File: src/rtl/sertx_pkg.sv
package sertx_pkg;

    localparam int DATA_W  = 8;
    localparam int FRAME_W = DATA_W + 2;   // start + data + parity
    localparam int NBIT_W  = $clog2(FRAME_W + 1);

    typedef enum logic [1:0] {
        WL5 = 2'b00,
        WL6 = 2'b01,
        WL7 = 2'b10,
        WL8 = 2'b11
    } wlen_e;

    typedef enum logic [2:0] {
        PAR_NONE,
        PAR_ODD,
        PAR_EVEN,
        PAR_ONE,
        PAR_ZERO
    } par_e;

    typedef struct packed {
        wlen_e wlen;
        logic  stop_long;
        logic  par_en;
        logic  par_even;
        logic  par_stick;
    } line_cfg_t;

    typedef struct packed {
        logic [FRAME_W-1:0] bits;   // bit 0 leaves first
        logic [NBIT_W-1:0]  nbits;  // bits before the stop period
    } frame_t;

    function automatic int word_bits(input wlen_e w);
        return 5 + int'(w);
    endfunction

    function automatic par_e parity_mode(input line_cfg_t c);
        par_e m;
        m = PAR_NONE;
        if (c.par_en) begin
            case ({c.par_stick, c.par_even})
                2'b00:   m = PAR_ODD;
                2'b01:   m = PAR_EVEN;
                2'b10:   m = PAR_ONE;
                default: m = PAR_ZERO;
            endcase
        end
        return m;
    endfunction

    function automatic logic parity_bit(input logic [DATA_W-1:0] d,
                                        input int n, input par_e m);
        logic x;
        logic r;
        x = 1'b0;
        for (int i = 0; i < DATA_W; i++) begin
            if (i < n) x = x ^ d[i];
        end
        case (m)
            PAR_ODD:  r = ~x;
            PAR_EVEN: r = x;
            PAR_ONE:  r = 1'b1;
            default:  r = 1'b0;
        endcase
        return r;
    endfunction

    function automatic frame_t build_frame(input logic [DATA_W-1:0] d,
                                           input line_cfg_t c);
        frame_t f;
        int     n;
        par_e   m;
        logic   pb;
        n  = word_bits(c.wlen);
        m  = parity_mode(c);
        pb = parity_bit(d, n, m);
        f.bits = '0;
        for (int i = 0; i < DATA_W; i++) begin
            if (i < n) f.bits[i+1] = d[i];
        end
        for (int i = 1; i < FRAME_W; i++) begin
            if ((m != PAR_NONE) && (i == n + 1)) f.bits[i] = pb;
        end
        f.nbits = NBIT_W'((m != PAR_NONE) ? n + 2 : n + 1);
        return f;
    endfunction

    function automatic int stop_ticks(input line_cfg_t c, input int os);
        int t;
        if (!c.stop_long)        t = os;
        else if (c.wlen == WL5)  t = os + os / 2;
        else                     t = 2 * os;
        return t;
    endfunction

endpackage

File: src/rtl/sertx_fifo.sv
module sertx_fifo #(
    parameter int DEPTH = 16,
    parameter int WIDTH = 8,
    localparam int AW = (DEPTH > 1) ? $clog2(DEPTH) : 1,
    localparam int LW = $clog2(DEPTH + 1)
) (
    input  logic             clk,
    input  logic             rst,
    input  logic             clear,
    input  logic             push,
    input  logic [WIDTH-1:0] din,
    input  logic             pop,
    output logic [WIDTH-1:0] dout,
    output logic             empty,
    output logic             full,
    output logic [LW-1:0]    level
);

    logic [WIDTH-1:0] mem [DEPTH];
    logic [AW-1:0]    wptr, rptr;
    logic [LW-1:0]    count;
    logic             push_ok, pop_ok;

    function automatic logic [AW-1:0] bump(input logic [AW-1:0] p);
        return (p == AW'(DEPTH - 1)) ? '0 : p + AW'(1);
    endfunction

    assign empty   = (count == '0);
    assign full    = (count == LW'(DEPTH));
    assign level   = count;
    assign push_ok = push && !full && !clear;
    assign pop_ok  = pop && !empty && !clear;
    assign dout    = mem[rptr];

    always_ff @(posedge clk) begin
        if (push_ok) mem[wptr] <= din;
    end

    always_ff @(posedge clk) begin
        if (rst || clear) begin
            wptr  <= '0;
            rptr  <= '0;
            count <= '0;
        end else begin
            if (push_ok) wptr <= bump(wptr);
            if (pop_ok)  rptr <= bump(rptr);
            case ({push_ok, pop_ok})
                2'b10:   count <= count + LW'(1);
                2'b01:   count <= count - LW'(1);
                default: count <= count;
            endcase
        end
    end

endmodule

File: src/rtl/sertx_engine.sv
module sertx_engine
    import sertx_pkg::*;
#(
    parameter int OS = 16,
    localparam int TW = $clog2(2 * OS + 1)
) (
    input  logic              clk,
    input  logic              rst,
    input  logic              tick,
    input  logic              avail,
    input  logic              clear,
    input  logic [DATA_W-1:0] din,
    input  line_cfg_t         cfg,
    output logic              pop,
    output logic              busy,
    output logic              line_bit
);

    logic               busy_q, in_stop;
    logic [FRAME_W-1:0] sr;
    logic [NBIT_W-1:0]  left;
    logic [TW-1:0]      tcnt, stop_lim;
    logic               stop_end, load;
    frame_t             nf;
    logic [TW-1:0]      nstop;

    always_comb begin
        nf    = build_frame(din, cfg);
        nstop = TW'(stop_ticks(cfg, OS));
    end

    assign stop_end = busy_q && in_stop && tick && (tcnt == stop_lim - TW'(1));
    assign load     = avail && !clear && (!busy_q || stop_end);
    assign pop      = load;
    assign busy     = busy_q;
    assign line_bit = (busy_q && !in_stop) ? sr[0] : 1'b1;

    always_ff @(posedge clk) begin
        if (rst) begin
            busy_q   <= 1'b0;
            in_stop  <= 1'b0;
            sr       <= '0;
            left     <= '0;
            tcnt     <= '0;
            stop_lim <= '0;
        end else if (load) begin
            busy_q   <= 1'b1;
            in_stop  <= 1'b0;
            sr       <= nf.bits;
            left     <= nf.nbits;
            tcnt     <= '0;
            stop_lim <= nstop;
        end else if (stop_end) begin
            busy_q  <= 1'b0;
            in_stop <= 1'b0;
            tcnt    <= '0;
        end else if (busy_q && tick) begin
            if (in_stop) begin
                tcnt <= tcnt + TW'(1);
            end else if (tcnt == TW'(OS - 1)) begin
                tcnt <= '0;
                sr   <= sr >> 1;
                left <= left - NBIT_W'(1);
                if (left == NBIT_W'(1)) in_stop <= 1'b1;
            end else begin
                tcnt <= tcnt + TW'(1);
            end
        end
    end

endmodule

File: src/rtl/sertx_line.sv
module sertx_line (
    input  logic brk,
    input  logic line_bit,
    output logic txd
);

    assign txd = brk ? 1'b0 : line_bit;

endmodule

File: src/rtl/serial_tx_framer.sv
module serial_tx_framer
    import sertx_pkg::*;
#(
    parameter int FIFO_DEPTH = 16,
    parameter int OVERSAMPLE = 16,
    localparam int LW = $clog2(FIFO_DEPTH + 1)
) (
    input  logic       clk,
    input  logic       rst,
    input  logic       tick16,
    input  logic       wr_en,
    input  logic [7:0] wr_data,
    input  logic       fifo_clear,
    input  logic [1:0] word_len,
    input  logic       stop_long,
    input  logic       par_en,
    input  logic       par_even,
    input  logic       par_stick,
    input  logic       brk,
    output logic       txd,
    output logic       thr_empty,
    output logic       tx_idle
);

    line_cfg_t         cfg;
    logic              fifo_empty, fifo_full, pop, frame_busy, line_bit;
    logic [DATA_W-1:0] head;
    logic [LW-1:0]     fifo_level;

    always_comb begin
        cfg.wlen      = wlen_e'(word_len);
        cfg.stop_long = stop_long;
        cfg.par_en    = par_en;
        cfg.par_even  = par_even;
        cfg.par_stick = par_stick;
    end

    sertx_fifo #(.DEPTH(FIFO_DEPTH), .WIDTH(DATA_W)) u_fifo (
        .clk   (clk),
        .rst   (rst),
        .clear (fifo_clear),
        .push  (wr_en),
        .din   (wr_data),
        .pop   (pop),
        .dout  (head),
        .empty (fifo_empty),
        .full  (fifo_full),
        .level (fifo_level)
    );

    sertx_engine #(.OS(OVERSAMPLE)) u_engine (
        .clk      (clk),
        .rst      (rst),
        .tick     (tick16),
        .avail    (!fifo_empty),
        .clear    (fifo_clear),
        .din      (head),
        .cfg      (cfg),
        .pop      (pop),
        .busy     (frame_busy),
        .line_bit (line_bit)
    );

    sertx_line u_line (
        .brk      (brk),
        .line_bit (line_bit),
        .txd      (txd)
    );

    assign thr_empty = fifo_empty;
    assign tx_idle   = fifo_empty && !frame_busy;

endmodule

File: config.mk
export PLATFORM = sky130hd
export DESIGN_NAME = serial_tx_framer
export DESIGN_NICKNAME = d
export VERILOG_FILES = /design/src/rtl/sertx_pkg.sv /design/src/rtl/sertx_fifo.sv /design/src/rtl/sertx_engine.sv /design/src/rtl/sertx_line.sv /design/src/rtl/serial_tx_framer.sv
export SDC_FILE = /design/constraint.sdc
export NUM_CORES = 1
export LEC_CHECK = 0
export ABC_CLOCK_PERIOD_IN_PS = 3100
export BUFFER_PORTS_ARGS = -buffer_cell sky130_fd_sc_hd__buf_2
export CORE_MARGIN = 2
export CORE_UTILIZATION = 35
export CTS_BUF_LIST = sky130_fd_sc_hd__clkbuf_2
export CTS_CLUSTER_DIAMETER = 60
export CTS_CLUSTER_SIZE = 40
export DETAILED_ROUTE_END_ITERATION = 6
export PLACE_DENSITY_LB_ADDON = 0.12
export SYNTH_ARGS = -nofsm -noshare
export SYNTH_HDL_FRONTEND = slang
export SYNTH_HIERARCHICAL = 1
export SYNTH_SLANG_ARGS = --single-unit
File: constraint.sdc
create_clock -name clk -period 3.1 [get_ports clk]
set_input_delay 0.62 -clock clk [delete_from_list [all_inputs] [get_ports clk]]
set_output_delay 0.62 -clock clk [all_outputs]
set_load 0.1 [all_outputs]
==> results.toml, run 1 <==
[setup_path]
startpoint = "u_fifo/level[0]"
cp.arrival_ns = 3.61
cp-start-kind = "register"
slowest_stage = "or4_4"
crit_end = "u_fifo/level[4]"
reg2reg_depth = 15
r2r-end = "u_fifo/level[4]"
cp_common_cell = "nor2_4"
worstPathMaxFanout = 6
crit_required_ns = 3.75
rr_startpoint = "u_fifo/level[0]"
rrSetupSlack_ns = 0.15
path_cells = "or4_4 > nor2_4 > inv_1 > nand2b_1 > nand2b_4 > inv_2 > o21ai_4 > nor2_4 > ha_4 > xor2_1 > ha_2 > a21oi_4 > o21ai_1 > a32o_1 > a311o_1"
endpoint_kind = "register"
critical_path_class = "reg -> reg"
cp_slowest_stage_delay_ns = 0.55

[clock_network]
cts_buffers = 17
clock_tree.root_cell = "clkbuf_2"
cts_sinks = 170
clkTransAtPathRegs_ns = 0.27
cts_max_level = 4
clockBufferDepth = 2
hold_buffers = 0
cts_tree = "built"
worstSkewPairLatency_ns = 0.75

[die]
die_y_um = 152
initial_utilization = 0.354
num_io_pins = 23
row_count = 54
core-area_mm2 = 0.0216
die_w_um = 152
fp.dieArea_mm2 = 0.0230

[route]
postRouteWirelength_um = 15700
postRouteAntennaNets = 0
vias = 4430
routed_via_density = 5.15
drc_errors = 0
drt_iter0_markers = 234
wl_per_cell_um = 18.2
drtPass1Iterations = 4

[power_and_ir_drop]
fin_total_pwr_uw = 3830
irDropWorstVdd_mv = 0.184
combPwrFrac = 0.055
seqPwrFrac = 0.642
p_clk_frac = 0.303
power-per-cell-area_mw_per_mm2 = 453
switchingPower_uw = 983
intPower_uw = 2850
swShare = 0.256
power_leakage_uw = 0.00278

[finish]
fillers = 2062
finalInstanceArea_mm2 = 0.00847
num-nets-final = 607
multi_input_area_mm2 = 0.00281
drive_above_1_share = 0.230
ff_latch_area_mm2 = 0.00469
syn2layout_area_growth_pct = 10.8

[placement]
place_area_mm2 = 0.00818
port_buffers = 22
place_congestion = 0.725
dp_hpwl_um = 10500

[sta]
slew_violations = 0
finClkSkew_ns = 0.0392
relSlewSlack = 0.632
worst_slew_pin_slew_ns = 0.552
tns_ns = 0
rsz0062_at_grt = "false"
fin_crit_sh = 0.953
max_freq_mhz = 338
period_needed_ns = 2.95
setup_violations = 0
hold_violations = 0

[global_route]
grt_pass1_wl_um = 24100
grt_pass1_vias = 4347
grt_max_degree = 33
grt_use_total = 0.142
overflow = 0
antenna_found_initial = 1

[hold_path]
hold_path.class = "in -> reg"

[synthesis]
yosysWarningCount = 6
synth_area_mm2 = 0.00764
syn_avg_cell_area_um2 = 14.4
syn-num-nets = 573
synth_cells = 531

[run_status]
status = "finished, final reports clean"

[job]
drv_cap = 0
## final cells by class
class / count / share of cell area
Sequential cell: 170 / 0.554
Multi-Input combinational cell: 315 / 0.332
Tap cell: 280 / 0.0414
Timing Repair Buffer: 44 / 0.0357
Clock inverter: 15 / 0.0189
Clock buffer: 17 / 0.0100
Inverter: 17 / 0.00753
Antenna cell: 2 / 0.000591
## state kept, by name (all words and copies together) (netlist names), named ones only
register and count:
u_engine/in_stop 1, u_engine/tcnt 6, u_fifo/rptr 4, u_engine/busy 1, u_fifo/mem 128, u_fifo/level 5
u_engine/sr 10, u_engine/left 4, u_fifo/wptr 4, u_engine/stop_lim 3
## critical path, delay by kind of cell, from the launching register on
family,cells,cell delay [ns]
simple gates,5,0.99
buf+inv,2,0.10
flops,1,0.41
xor+xnor,1,0.15
compound gates,5,0.87
fa+ha+maj,2,0.36
## metal layers
metal  wire, um  vias up  track usage  share of wire
met3        474       17       0.0320          0.030
met4        238        0       0.0403          0.015
met2       7660       65        0.236           0.49
li1           -     2115            -              -
met1       7300     2233        0.187           0.47
met5          0        -            0              0
## power by group through the flow
| stage | Sequential [uW] | Combinational, uW | Clock [uW] |
|---|---|---|---|
| 2_1_floorplan | 2510 | 135 | 0 |
| 3_3_place_gp | 2510 | 207 | 0 |
| 3_5_place_dp | 2510 | 211 | 0 |
| 4_1_cts | 2460 | 212 | 1210 |
| 5_1_grt | 2460 | 232 | 1300 |
| 6_report | 2460 | 211 | 1160 |
## placed cells by master, fill, tap and decap left out, types with 10 or more instances in the layout
cell,count
buf_4,21
ha_1,20
and2_1,14
xnor2_1,15
a22oi_1,16
mux4_2,32
mux2i_1,10
dfxtp_1,37
a21oi_1,13
clkbuf_2,17
nor2_1,28
edfxtp_1,128
xor2_1,10
inv_1,16
nand2_1,39
buf_2,21
## worst min-delay path by stage
stage                                 to  slack, ns                 start  cells after the start
CTS                 u_engine/stop_lim[3]       0.02             stop_long                      3
global route        u_engine/stop_lim[3]       0.05             stop_long                      3
detailed placement  u_engine/stop_lim[5]       0.47  u_engine/stop_lim[5]                      2
floorplan               u_engine/tcnt[1]       0.44      u_engine/tcnt[1]                      2
finish              u_engine/stop_lim[3]       0.10             stop_long                      3
global placement          u_engine/sr[9]       0.45        u_engine/sr[9]                      2
## through the flow
step / setup WS [ns] / hold WS, ns / instances / utilization
detailed placement: 0.0111 / 0.468 / 825 / 0.378
CTS: 0.0151 / 0.0232 / 857 / 0.390
global route: 0.0134 / 0.0482 / 860 / 0.392
global placement: 0.103 / 0.454 / 825 / 0.378
floorplan: -0.403 / 0.445 / 531 / -
finish: 0.145 / 0.102 / 860 / 0.392
## what timing repair did
action,in CTS,in global routing
setup endpoints to repair,1,2
setup buffers,0,1
gates resized for setup,1,6
pin swaps,0,4
(Power assumes the default switching activity.)
==> run 2: changes to the inputs <==
--- a/config.mk
+++ b/config.mk
@@ -13,7 +13,8 @@
 export CTS_CLUSTER_DIAMETER = 60
 export CTS_CLUSTER_SIZE = 40
 export DETAILED_ROUTE_END_ITERATION = 6
-export PLACE_DENSITY_LB_ADDON = 0.12
+export GPL_ROUTABILITY_DRIVEN = 0
+export PLACE_DENSITY = 0.6
 export SYNTH_ARGS = -nofsm -noshare
 export SYNTH_HDL_FRONTEND = slang
 export SYNTH_HIERARCHICAL = 1
==> results.toml, run 2 (synthesized netlist as in run 1, its figures left out) <==
[clock_network]
worstSkewPairLatency_ns = 0.74
clockBufferDepth = 2
clock_tree.root_cell = "clkbuf_2"
cts_max_level = 4
cts_tree = "built"
cts_sinks = 170
cts_buffers = 17
hold_buffers = 0
clkTransAtPathRegs_ns = 0.27

[route]
wl_per_cell_um = 18.0
drt_iter0_markers = 328
postRouteWirelength_um = 15500
vias = 4544
postRouteAntennaNets = 0
drtPass1Iterations = 4
drc_errors = 0
routed_via_density = 5.28

[sta]
relSlewSlack = 0.668
period_needed_ns = 3.00
finClkSkew_ns = 0.0343
worst_slew_pin_slew_ns = 0.497
max_freq_mhz = 334
slew_violations = 0
hold-worst-slack_ns = 0.123
rsz0062_at_grt = "true"
setup_violations = 0
fin_crit_sh = 0.967
hold_violations = 0

[finish]
largest_reg_flops = 128
top_regs = "u_fifo/mem x128, u_engine/sr x10, u_engine/tcnt x6"
num-nets-final = 608
syn2layout_area_growth_pct = 11.3
drive_above_1_share = 0.249
layout_common_cells = "edfxtp_1, nand2_1, dfxtp_1"
fin_cells = 860
multi_input_area_mm2 = 0.00284
final_common_cell = "edfxtp_1"
fillers = 2032
largest-register = "u_fifo/mem"
ff_latch_area_mm2 = 0.00469

[placement]
port_buffers = 22
dp_hpwl_um = 10300
dp.cells = 821

[setup_path]
cp-start-kind = "register"
critical_path_class = "reg -> reg"
endpoint_kind = "register"
crit_required_ns = 3.77
cp.arrival_ns = 3.67
worstPathMaxFanout = 5

[global_route]
overflow = 0
grt_pass1_vias = 4488
grt_pass1_wl_um = 24000
grt_use_total = 0.141
antenna_found_initial = 1
grt_max_degree = 33

[die]
die_w_um = 152
num_io_pins = 23
core-area_mm2 = 0.0216
initial_utilization = 0.354
die_y_um = 152
fp.dieArea_mm2 = 0.0230
row_count = 54

[hold_path]
hold_path.class = "in -> reg"

[run_status]
status = "finished, final reports clean"

[power_and_ir_drop]
power_leakage_uw = 0.00279
power-per-cell-area_mw_per_mm2 = 446
irDropWorstVdd_mv = 0.165

[job]
drv_cap = 0
run 2: cell count changes in the layout (fill, tap and decap cells not counted), moves of 2 or more:
cell / previous run / this run
inv_1: 16 / 14
clkinvlp_4: 4 / 1
xor2_1: 10 / 8
clkinv_2: 0 / 3
inv_8: 3 / 5
xor2_2: 0 / 2
clkinv_1: 2 / 0
run 2: metal layers:
metal | vias to the layer above | global-route usage | wire length (um)
met3 | 11 | 0.0320 | 685
met1 | 2316 | 0.178 | 6600
met4 | 0 | 0.0431 | 159
met5 | - | 0 | 0
met2 | 104 | 0.243 | 8060
li1 | 2113 | - | -
run 2: area by class of cell:
cell class                 instances  area share
antenna                            1    0.000294
clock buffer                      17      0.0100
clock inverter                    15      0.0172
inverter                          17     0.00779
multi-input combinational        315       0.334
sequential                       170       0.552
tap                              280      0.0412
timing repair buffer              45      0.0384
run 2: repair_timing:
| item | 4_1_cts | 5_1_grt |
|---|---|---|
| resized for setup | 1 | 15 |
| setup endpoints to repair | 1 | 4 |
| buffers inserted | 0 | 6 |
| pin swaps | 0 | 12 |
run 2: worst max-delay path: stages, from the launching register on:
cell and delay, ns:
dfxtp_4 0.42, or4_4 0.55, nor2_4 0.11, inv_1 0.04, nand2b_1 0.08, nand2b_4 0.14
inv_4 0.04, o21ai_4 0.08, nor2_2 0.08, ha_2 0.20, xor2_2 0.17, ha_2 0.20
a21oi_4 0.19, a32oi_2 0.16, mux2i_1 0.14, a311o_1 0.31
run 2: through the flow:
step	worst slack [ns]	power (uW)	util	cell area, um^2	setup TNS (ns)
floorplan	-0.403	2650	-	7710	-0.734
global placement	0.0984	2720	0.378	8170	0
detailed placement	-0.0137	2720	0.378	8170	-0.0137
CTS	0.0493	3850	0.388	8400	0
global route	-0.0646	3970	0.394	8510	-0.0646
finish	0.102	3800	0.394	8510	0
run 2: report_power, final:
part	total (uW)	internal [uW]	switching (uW)	leakage, uW
Combinational	217	76.6	141	0.00115
Sequential	2460	2460	6.14	0.00149
Clock	1120	259	858	0.000145
run 2: final timing paths:
check	end	start	slack (ns)	cells past startpoint
max	u_fifo/level[4]	u_fifo/level[0]	0.10	15
min	u_engine/stop_lim[3]	stop_long	0.12	3
max reg2reg	u_fifo/level[4]	u_fifo/level[0]	0.10	15
min reg2reg	u_engine/stop_lim[3]	u_engine/stop_lim[3]	0.50	2
==> run 3: changes to the inputs <==
--- a/config.mk
+++ b/config.mk
@@ -17,5 +17,4 @@
 export PLACE_DENSITY = 0.6
 export SYNTH_ARGS = -nofsm -noshare
 export SYNTH_HDL_FRONTEND = slang
-export SYNTH_HIERARCHICAL = 1
 export SYNTH_SLANG_ARGS = --single-unit
==> results.toml, run 3 <==
[setup_path]
endpoint_kind = "register"
critical_path_class = "reg -> reg"
crit_end = "u_fifo.level[4]"
rrSetupSlack_ns = -0.04
startpoint = "u_engine.stop_lim[4]"
cp_slowest_stage_delay_ns = 0.48
cp.arrival_ns = 3.83
crit_required_ns = 3.79
r2r-end = "u_fifo.level[4]"
path_cells = "inv_2 > ha_4 > xnor2_2 > xnor2_1 > or4_4 > a211o_1 > inv_2 > ha_4 > inv_4 > fa_2 > inv_2 > a21o_1 > a21oi_2 > xnor2_2 > or3_4 > a21oi_2"
cp_common_cell = "inv_2"
cp-start-kind = "register"
reg2reg_depth = 16
rr_startpoint = "u_engine.stop_lim[4]"
worstPathMaxFanout = 3
slowest_stage = "or4_4"

[clock_network]
hold_buffers = 0
cts_buffers = 17
cts_max_level = 4
clock_tree.root_cell = "clkbuf_2"
cts_sinks = 170
worstSkewPairLatency_ns = 0.73
clockBufferDepth = 2
cts_tree = "built"
clkTransAtPathRegs_ns = 0.25

[finish]
syn2layout_area_growth_pct = 12.7
multi_input_area_mm2 = 0.00266
ff_latch_area_mm2 = 0.00469
fillers = 1918
fin_util = 0.403
largest_reg_flops = 128
num-nets-final = 639
top_regs = "u_fifo.mem x128, u_engine.sr x10, u_engine.tcnt x6"
final_common_cell = "edfxtp_1"
fin_cells = 883
layout_common_cells = "edfxtp_1, nor2_1, buf_4"
largest-register = "u_fifo.mem"
drive_above_1_share = 0.241

[synthesis]
ys_seq_area_frac = 0.624
synth_area_mm2 = 0.00751
synth_edf_count = 128
synth.distinct_cells = 57
ys_top_cells_by_area = "edfxtp_1, dfxtp_1, mux4_1, ha_1, mux4_2"
synth_cells = 533
ys_ff_latch = 170
synthTopCellsByCount = "edfxtp_1, nor2_1, dfxtp_1"
synth_top_area_frac = 0.512
syn_avg_cell_area_um2 = 14.1
synth.most_common_cell = "edfxtp_1"
async_flop_share = 0
yosysWarningCount = 0
syn-num-nets = 578
synth_top_cell_by_area = "edfxtp_1"
synth_ff_type = "edfxtp_1"

[global_route]
grt_max_degree = 30
grt_use_total = 0.148
overflow = 0
grt_pass1_vias = 4472
grt_pass1_wl_um = 25000
antenna_found_initial = 1

[power_and_ir_drop]
irDropWorstVdd_mv = 0.172
fin_total_pwr_uw = 3850
power_leakage_uw = 0.00289
power-per-cell-area_mw_per_mm2 = 455

[route]
wl_met1_um = 7120
vias = 4515
postRouteAntennaNets = 0
drtPass1Iterations = 5
postRouteWirelength_um = 16000
wl_per_cell_um = 18.1
wl_met2_um = 8050
drc_errors = 0
drt_iter0_markers = 361
routed.top_layer = "met4"
dr_wl_met3_um = 633
routed_via_density = 5.11

[placement]
dp_hpwl_um = 10800
port_buffers = 22
pre_cts_ws_ns = -0.121
dp.cells = 845

[sta]
setup_violations = 1
finClkSkew_ns = 0.0370
tns_ns = -0.0426
period_needed_ns = 3.14
fin_crit_sh = 1.01
setup_ws_ns = -0.0426
worst_slew_pin_slew_ns = 0.628
hold_violations = 0
rsz0062_at_grt = "true"
relSlewSlack = 0.580
max_freq_mhz = 318
slew_violations = 0

[job]
drv_cap = 0

[die]
row_count = 53
die_w_um = 150
num_io_pins = 23
die_y_um = 150
initial_utilization = 0.357
fp.dieArea_mm2 = 0.0226
core-area_mm2 = 0.0210

[run_status]
status = "finished, violations left"
violations = "setup timing"

[hold_path]
hold_path.class = "in -> reg"
==> run 3: worst min-delay path by stage <==
stage | start | end | slack [ns] | cells after the start
global placement | u_engine.sr[1] | u_engine.sr[1] | 0.45 | 2
detailed placement | u_engine.sr[1] | u_engine.sr[1] | 0.45 | 2
floorplan | u_engine.sr[1] | u_engine.sr[1] | 0.44 | 2
global route | stop_long | u_engine.stop_lim[3] | 0.06 | 3
finish | stop_long | u_engine.stop_lim[3] | 0.16 | 3
CTS | stop_long | u_engine.stop_lim[3] | 0.06 | 3
==> run 3: report_power, final <==
part           switching [uW]  internal, uW
Clock                     802           311
Sequential               11.0          2460
Combinational             164          99.9
Total                     977          2870
==> run 3: per-layer routing <==
layer,up-vias,track usage
li1,2139,-
met1,2264,0.192
met2,96,0.250
met3,16,0.0336
met4,0,0.0415
met5,-,0
==> run 3: worst max-delay path, delay by kind of cell, from the launching register on <==
kind	cells	cell delay, ns
AND/OR/NAND/NOR	2	0.81
buffers and inverters	4	0.24
flip-flops	1	0.39
adder cells (fa/ha/maj)	3	0.68
XOR/XNOR	3	0.38
AO/OA/AOI/OAI	4	0.59
==> run 3: stage by stage <==
stage	area, um^2	hold WS [ns]
4_1_cts	8420	0.0563
5_1_grt	8470	0.0614
6_report	8470	0.155
3_5_place_dp	8160	0.452
3_3_place_gp	8160	0.447
2_1_floorplan	7550	0.436
==> run 3: repair_timing <==
action / CTS / global route
pin swaps: 12 / 7
gates resized for setup: 8 / 7
buffers inserted: 3 / 2
endpoints found under the hold margin: 0 / 0
endpoints found under the setup margin: 1 / 7
==> run 3: cells by family (layout without fill, tap and decap cells) <==
group	after synthesis	after routing	share of synthesized area
other	0	1	0
AND/OR/NAND/NOR	137	137	0.0836
adder cells (fa/ha/maj)	25	25	0.0427
AO/OA/AOI/OAI	87	87	0.0795
XOR/XNOR	23	23	0.0287
buffers and inverters	45	119	0.0315
multiplexers	46	46	0.110
flip-flops	170	170	0.624
==> run 3: final cells by class <==
type	count	area share
tap	275	0.0406
clock inverter	14	0.0157
timing repair buffer	65	0.0544
clock buffer	18	0.0106
multi-input combinational	318	0.314
antenna	1	0.000296
sequential	170	0.554
inverter	22	0.0100
